==> config.mk <==
export PLATFORM = sky130hd
export DESIGN_NAME = mcycle_rst_qual
export DESIGN_NICKNAME = d
export VERILOG_FILES = /design/src/rtl/mcr_pkg.sv /design/src/rtl/mcr_sync.sv /design/src/rtl/mcr_phase_gen.sv /design/src/rtl/mcr_hold_qual.sv /design/src/rtl/mcycle_rst_qual.sv
export SDC_FILE = /design/constraint.sdc
export NUM_CORES = 1
export LEC_CHECK = 0
export CORE_AREA = 3 3 40 42
export DETAILED_ROUTE_END_ITERATION = 12
export DIE_AREA = 0 0 43 45
export DONT_BUFFER_PORTS = 1
export HOLD_SLACK_MARGIN = 0.12
export SYNTH_ARGS = -nofsm -noshare
export SYNTH_HDL_FRONTEND = slang
export SYNTH_HIERARCHICAL = 1
export SYNTH_SLANG_ARGS = --single-unit
==> constraint.sdc <==
create_clock -name clk_osc -period 1.1 [get_ports clk_osc]
set_input_delay 0.22 -clock clk_osc [delete_from_list [all_inputs] [get_ports clk_osc]]
set_output_delay 0.22 -clock clk_osc [all_outputs]
set_load 0.02 [all_outputs]
==> src/rtl/mcr_pkg.sv <==
package mcr_pkg;
  // Next phase value inside a machine cycle of n_clks periods.
  function automatic int unsigned phase_after(int unsigned cur, int unsigned n_clks);
    return (cur + 1 >= n_clks) ? 0 : cur + 1;
  endfunction

  // Number of synchronised high samples needed before reset is accepted.
  function automatic int unsigned hold_limit(int unsigned cycles, int unsigned n_clks);
    return cycles * n_clks;
  endfunction
endpackage

==> src/rtl/mcr_sync.sv <==
module mcr_sync #(
  parameter int STAGES = 2
) (
  input  logic clk,
  input  logic d_async,
  output logic q_sync
);
  logic [STAGES-1:0] chain;

  always_ff @(posedge clk) chain[0] <= d_async;

  for (genvar i = 1; i < STAGES; i++) begin : g_stage
    always_ff @(posedge clk) chain[i] <= chain[i-1];
  end

  assign q_sync = chain[STAGES-1];
endmodule

==> src/rtl/mcr_phase_gen.sv <==
module mcr_phase_gen #(
  parameter int CLKS = 12,
  localparam int W = $clog2(CLKS)
) (
  input  logic         clk,
  input  logic         park,
  output logic [W-1:0] phase_o,
  output logic         strobe_o
);
  localparam logic [W-1:0] LAST = W'(CLKS - 1);

  logic [W-1:0] ph;

  always_ff @(posedge clk) begin
    if (park) ph <= '0;
    else      ph <= W'(mcr_pkg::phase_after(int'(ph), CLKS));
  end

  assign phase_o  = ph;
  assign strobe_o = (ph == LAST);

  // free-running step outside the parked state
  a_r1_step: assert property (@(posedge clk) disable iff (park)
    (ph != LAST) |=> (ph == $past(ph) + W'(1)));
  // wrap at the end of the cycle
  a_r8_wrap: assert property (@(posedge clk) disable iff (park)
    strobe_o |=> (ph == '0));
  // strobe never lasts two clocks
  a_r2_single: assert property (@(posedge clk) strobe_o |=> !strobe_o);
endmodule

==> src/rtl/mcr_hold_qual.sv <==
module mcr_hold_qual #(
  parameter int LIMIT = 24,
  localparam int CW = $clog2(LIMIT + 1)
) (
  input  logic clk,
  input  logic pin_s,
  input  logic cyc_end,
  output logic core_rst_o
);
  logic [CW-1:0] hi_cnt;
  logic          qualify;
  logic          release_now;
  logic          rst_q;

  assign qualify     = pin_s && (hi_cnt == CW'(LIMIT - 1));
  assign release_now = rst_q && !pin_s && cyc_end;

  always_ff @(posedge clk) begin
    if (!pin_s)                  hi_cnt <= '0;
    else if (hi_cnt != CW'(LIMIT)) hi_cnt <= hi_cnt + CW'(1);
  end

  always_ff @(posedge clk) begin
    if (qualify)          rst_q <= 1'b1;
    else if (release_now) rst_q <= 1'b0;
  end

  assign core_rst_o = rst_q;

  // a low synchronised sample restarts timing, so no rise can follow it
  a_r5_no_early_rise: assert property (@(posedge clk)
    !pin_s |=> !$rose(rst_q));
  // reset held while the synchronised pin is high
  a_r7_hold_high: assert property (@(posedge clk) disable iff (!pin_s)
    rst_q |=> rst_q);
  // release only at a machine-cycle end
  a_r7_release_edge: assert property (@(posedge clk)
    $fell(rst_q) |-> $past(cyc_end));
endmodule

==> src/rtl/mcycle_rst_qual.sv <==
module mcycle_rst_qual #(
  parameter int CLKS_PER_CYCLE = 12,
  parameter int HOLD_CYCLES    = 2,
  parameter int SYNC_STAGES    = 2,
  localparam int PW = $clog2(CLKS_PER_CYCLE)
) (
  input  logic          clk_osc,
  input  logic          rst_pin,
  output logic [PW-1:0] phase,
  output logic          cycle_strobe,
  output logic          core_rst
);
  localparam int LIMIT = mcr_pkg::hold_limit(HOLD_CYCLES, CLKS_PER_CYCLE);

  logic pin_sync;
  logic phase_park;
  logic strobe_w;
  logic rst_w;

  mcr_sync #(.STAGES(SYNC_STAGES)) u_sync (
    .clk(clk_osc), .d_async(rst_pin), .q_sync(pin_sync)
  );

  assign phase_park = rst_w && pin_sync;

  mcr_phase_gen #(.CLKS(CLKS_PER_CYCLE)) u_phase (
    .clk(clk_osc), .park(phase_park), .phase_o(phase), .strobe_o(strobe_w)
  );

  mcr_hold_qual #(.LIMIT(LIMIT)) u_qual (
    .clk(clk_osc), .pin_s(pin_sync), .cyc_end(strobe_w), .core_rst_o(rst_w)
  );

  assign cycle_strobe = strobe_w;
  assign core_rst     = rst_w;

  // parked at phase zero while reset and pin are both high
  a_r6_parked: assert property (@(posedge clk_osc) disable iff (!pin_sync)
    rst_w |=> (phase == '0) && !cycle_strobe);
endmodule

# Word level (Yosys, flattened, before mapping)
# Index checks and enable logic that the tools add are counted.
# Widths: inputs -> output; s select.
[word_totals]
register_bits = 12
output_inout_bits = 6
[classes]
n_reduce_logical = 6
eq_ne = 3
magnitude_cmp = 1
add_sub_neg = 2
[op_table]
columns = ["op", "n"]
rows = [
  ["$add 4x1->5 const B", 1],
  ["$add 5x1->5 const B", 1],
  ["$eq 5x5->1 const B", 1],
  ["$ge 5x4->1 const B", 1],
  ["$ne 5x5->1 const B", 1],
  ["$eq 4x4->1 const B", 1],
  ["$logic_and 1x1->1", 4],
  ["$reduce_or 2->1", 1],
  ["$logic_not 1->1", 1],
]

# Longest topological paths before layout
[logic_depth]
ltp_word = 3
mapped_depth = 5
ltp_nobuf = 5

# Hierarchy
# The synthesis kept the hierarchy.
[modules_own_cells]
columns = ["mod", "cells_per_inst", "seq_area_each_um2", "area_per_inst_um2", "instances"]
rows = [
  ["mcr_hold_qual", 32, 120.1, 302.8, 1],
  ["mcr_phase_gen", 18, 80.1, 182.7, 1],
  ["mcr_sync", 2, 40.0, 40.0, 1],
  ["mcycle_rst_qual", 1, 0.0, 6.3, 1],
]

# Least setup slack after synthesis
# No wires, ideal clock.
[synth_path]
kind = "register to register"
startpoint = "register u_phase.ph[0], in the netlist u_phase/phase_o[0]"
endpoint = "register u_qual.rst_q, in the netlist u_qual/core_rst_o"
n_path_buf = 0
required_ps = 976
stages_incl_launch_ff = 6
path_slack_ps = -388
arrival_time_ps = 1364
cell_sequence = "dfxtp_1 > ha_1 > nand2_1 > nor2_1 > nor2b_1 > o32ai_1"
[synth_via]
elab_chain_cells = 2
[synth_rtl]
columns = ["element", "line_no", "source"]
rows = [
  ["start, declared", "mcr_phase_gen.sv:12", "logic [W-1:0] ph;"],
  ["start signal, assigned", "mcr_phase_gen.sv:16", "else ph <= W'(mcr_pkg::phase_after(int'(ph), CLKS));"],
  ["$eq 4x4->1", "mcr_phase_gen.sv:20", "assign strobe_o = (ph == LAST);"],
  ["via cycle_strobe", "mcycle_rst_qual.sv:10", "output logic cycle_strobe,"],
  ["$logic_and 1x1->1", "mcr_hold_qual.sv:16", "assign release_now = rst_q && !pin_s && cyc_end;"],
  ["end signal, assigned", "mcr_hold_qual.sv:24", "if (qualify) rst_q <= 1'b1;"],
  ["end signal, assigned", "mcr_hold_qual.sv:25", "else if (release_now) rst_q <= 1'b0;"],
  ["end, declared", "mcr_hold_qual.sv:13", "logic rst_q;"],
]
# The timed path passes the listed nets, and every way through them passes these cells.
# A chain may end at the register's enable or synchronous reset.

# Worst setup path after layout
[layout_path]
startpoint = "register u_phase.ph[1], in the netlist u_phase/phase_o[1]"
endpoint = "output port cycle_strobe"
[layout_via]
elab_chain_cells = 1
[layout_rtl]
columns = ["element", "line_no"]
rows = [
  ["$eq 4x4->1", "mcr_phase_gen.sv:20"],
  ["end, declared", "mcycle_rst_qual.sv:10"],
]
# Every way passes these cells.

==> impl_metrics.ini <==
[cells_and_area]
multi_input_area_sq_um = 330
ff_latch_area_sq_um = 255
layout-drive-gt1-share = 0.486
final_common_cell = buf_4
synthToLayoutAreaGrowth_pct = 45.6
most-common-layout-cells = buf_4 (9), nand2_1 (6), dfxtp_1 (6)
fin_area_sq_um = 774
utilization = 0.603
n_antenna_cell = 0
nets = 76
fill_cells = 113

[routing]
drtIter0Drc = 7
routed_wl_um = 936
num_vias = 414
wl_per_cell_um = 11.0
via_per_inst = 4.87
drc = 0
drt-pass1-iter-count = 2
detail-route-antenna-nets = 0

[setup_path]
r2r_cells = 4
worstReg2RegStart = u_phase/phase_o[1]
cp-start-kind = register
cp.arrival_ps = 1050
critPathLaunch = u_phase/phase_o[1]
crit_type = register to output port
r2r_end = u_phase/phase_o[2]
critical-path-slowest-cell = dfxtp_4
slowest_delay_ps = 370
cp_max_fo = 3
crit_required_ps = 880
path_cells = ha_4 -> nand2_4 -> nor2_4 -> buf_6
end_kind = output port
r2r_setup_slack_ps = -120

[global_routing]
grt_pass1_vias = 413
grt_start_max_net_pins = 11
grt_pass1_wl_mm = 1.73
globalRouteTotalUtil = 0.125
antenna_found_initial = 0
gr-total-overflow = 0

[clock_network]
cts_root_buffer = clkbuf_4
cts_tree = built
cts_max_level = 1
clock_latency_ps = 270
clkTransAtPathRegs_ps = 70
clock_sinks = 12
cts_max_path_buffers = 2
cts_made_buffers = 3

[run]
drv_cap = 0

[timing]
relSlewSlack = 0.830
fin_crit_sh = 1.16
clock_skew_ps = 4.35
setup_viol = 6
rsz0062_at_grt = true
finalMaxSlewViolations = 0
worst_slack_ps = -171
worst_pin_slew_ps = 252
report.final.hold_viol_count = 0
max_freq_ghz = 0.787
post-route-min-period_ps = 1270

[place]
port_buffers = 0
place_area_sq_um = 651
hpwl_um = 697
gp_congestion = 0.710

[synthesis]
synth_cell_types = 21
synth.cell_area_sq_um = 532
synth_fp_nets = 58
syn_avg_cell_area_sq_um = 10.0
seq_area_frac_synth = 0.452
yosys_warnings = 6
ys_ff_latch = 12
synthCells = 53

[die]
rows = 13
core_sq_um = 1280
start_util = 0.414
pin_count = 8
die_w_um = 43
dieArea_sq_um = 1940
die_height_um = 45

[hold_path]
hp-class = register to register
min_to = u_sync/q_sync
hold_path.startpoint = u_sync/chain[0]
worstHoldPathCells = 0

[power]
p_leak_nw = 0.335
power_density_nw_per_um2 = 1260
vdd_ir_drop_max_uv = 1090
total_power_uw = 978

[status]
status = finished with violations
violations = setup timing
==> metal layers <==
metal	global-route usage	wire length [um]	up-vias
met5	0	0	-
met4	0.0904	15	0
met3	0.0518	46	2
met2	0.180	395	7
met1	0.150	479	191
li1	-	-	214
==> worst max-delay path: cells and delay by family (launching register included) <==
kind	cells	cell delay (ps)
buf+inv	1	120
simple gates	2	150
fa+ha+maj	1	150
flops	1	370
==> cells by family (layout without fill, tap and decap cells) <==
| family | count (synthesis) | after routing | share of synthesized area |
|---|---|---|---|
| AND/OR/NAND/NOR | 24 | 24 | 0.278 |
| flip-flops | 12 | 12 | 0.452 |
| multiplexers | 4 | 4 | 0.0753 |
| buffers and inverters | 4 | 21 | 0.0306 |
| adder cells (fa/ha/maj) | 3 | 3 | 0.0706 |
| AO/OA/AOI/OAI | 3 | 3 | 0.0447 |
| XOR/XNOR | 3 | 3 | 0.0494 |
==> per-stage QoR <==
step / hold slack [ps] / instances / worst slack [ps] / TNS (ps)
floorplan: 248 / 53 / -51.5 / -235
CTS: 333 / 84 / -180 / -648
finish: 330 / 85 / -171 / -702
detailed placement: 248 / 77 / -79.8 / -298
global route: 335 / 85 / -221 / -1160
global placement: 248 / 77 / -70.3 / -273
==> timing repair <==
item	in CTS	in global routing
gates resized for setup	7	10
endpoints found under the setup margin	7	10
gates cloned	0	0
buffers inserted	2	1
hold buffers	1	0
pin swaps	3	2
endpoints found under the hold margin	1	0
==> worst max-delay path by stage <==
stage	endpoint	slack (ps)	cells past startpoint
after floorplan	u_phase/phase_o[1]	-50	4
after global placement	u_phase/phase_o[3]	-70	4
after detailed placement	u_phase/phase_o[2]	-80	4
after CTS	cycle_strobe	-180	4
after global routing	cycle_strobe	-220	4
final	cycle_strobe	-170	4
==> power breakdown <==
group          switching, mW  internal (mW)
Combinational         0.0656         0.0822
Sequential            0.0233          0.460
Clock                  0.146          0.201
==> cell usage after synthesis <==
cell      number  area share
a21boi_0       1       0.014
and2_1         1       0.012
and4b_4        1       0.026
buf_2          1      0.0094
dfxtp_1       12        0.45
ha_1           3       0.071
inv_1          3       0.021
mux2i_1        4       0.075
nand2_1        7       0.049
nand2b_1       3       0.035
nand3_1        3       0.028
nor2_1         1      0.0071
nor2b_1        1       0.012
nor3_1         3       0.028
nor3b_2        2       0.047
nor4bb_1       1       0.019
o21a_1         1       0.014
o32ai_1        1       0.016
or2b_1         1       0.014
xnor2_1        2       0.033
xor2_1         1       0.016
==> area by class of cell <==
cell class                      count  share of cell area
Timing Repair Buffer               14               0.158
Multi-Input combinational cell     37               0.426
Inverter                            3              0.0145
Tap cell                           15              0.0242
Clock buffer                        4              0.0468
Sequential cell                    12               0.330
==> flip-flops by register name (all words and copies together) (netlist names) <==
| signal | count |
|---|---|
| u_phase/phase_o | 4 |
| u_sync/q_sync | 1 |
| u_qual/core_rst_o | 1 |
| u_sync/chain | 1 |
| u_qual/hi_cnt | 5 |
Power figures use the tool's default switching activity.
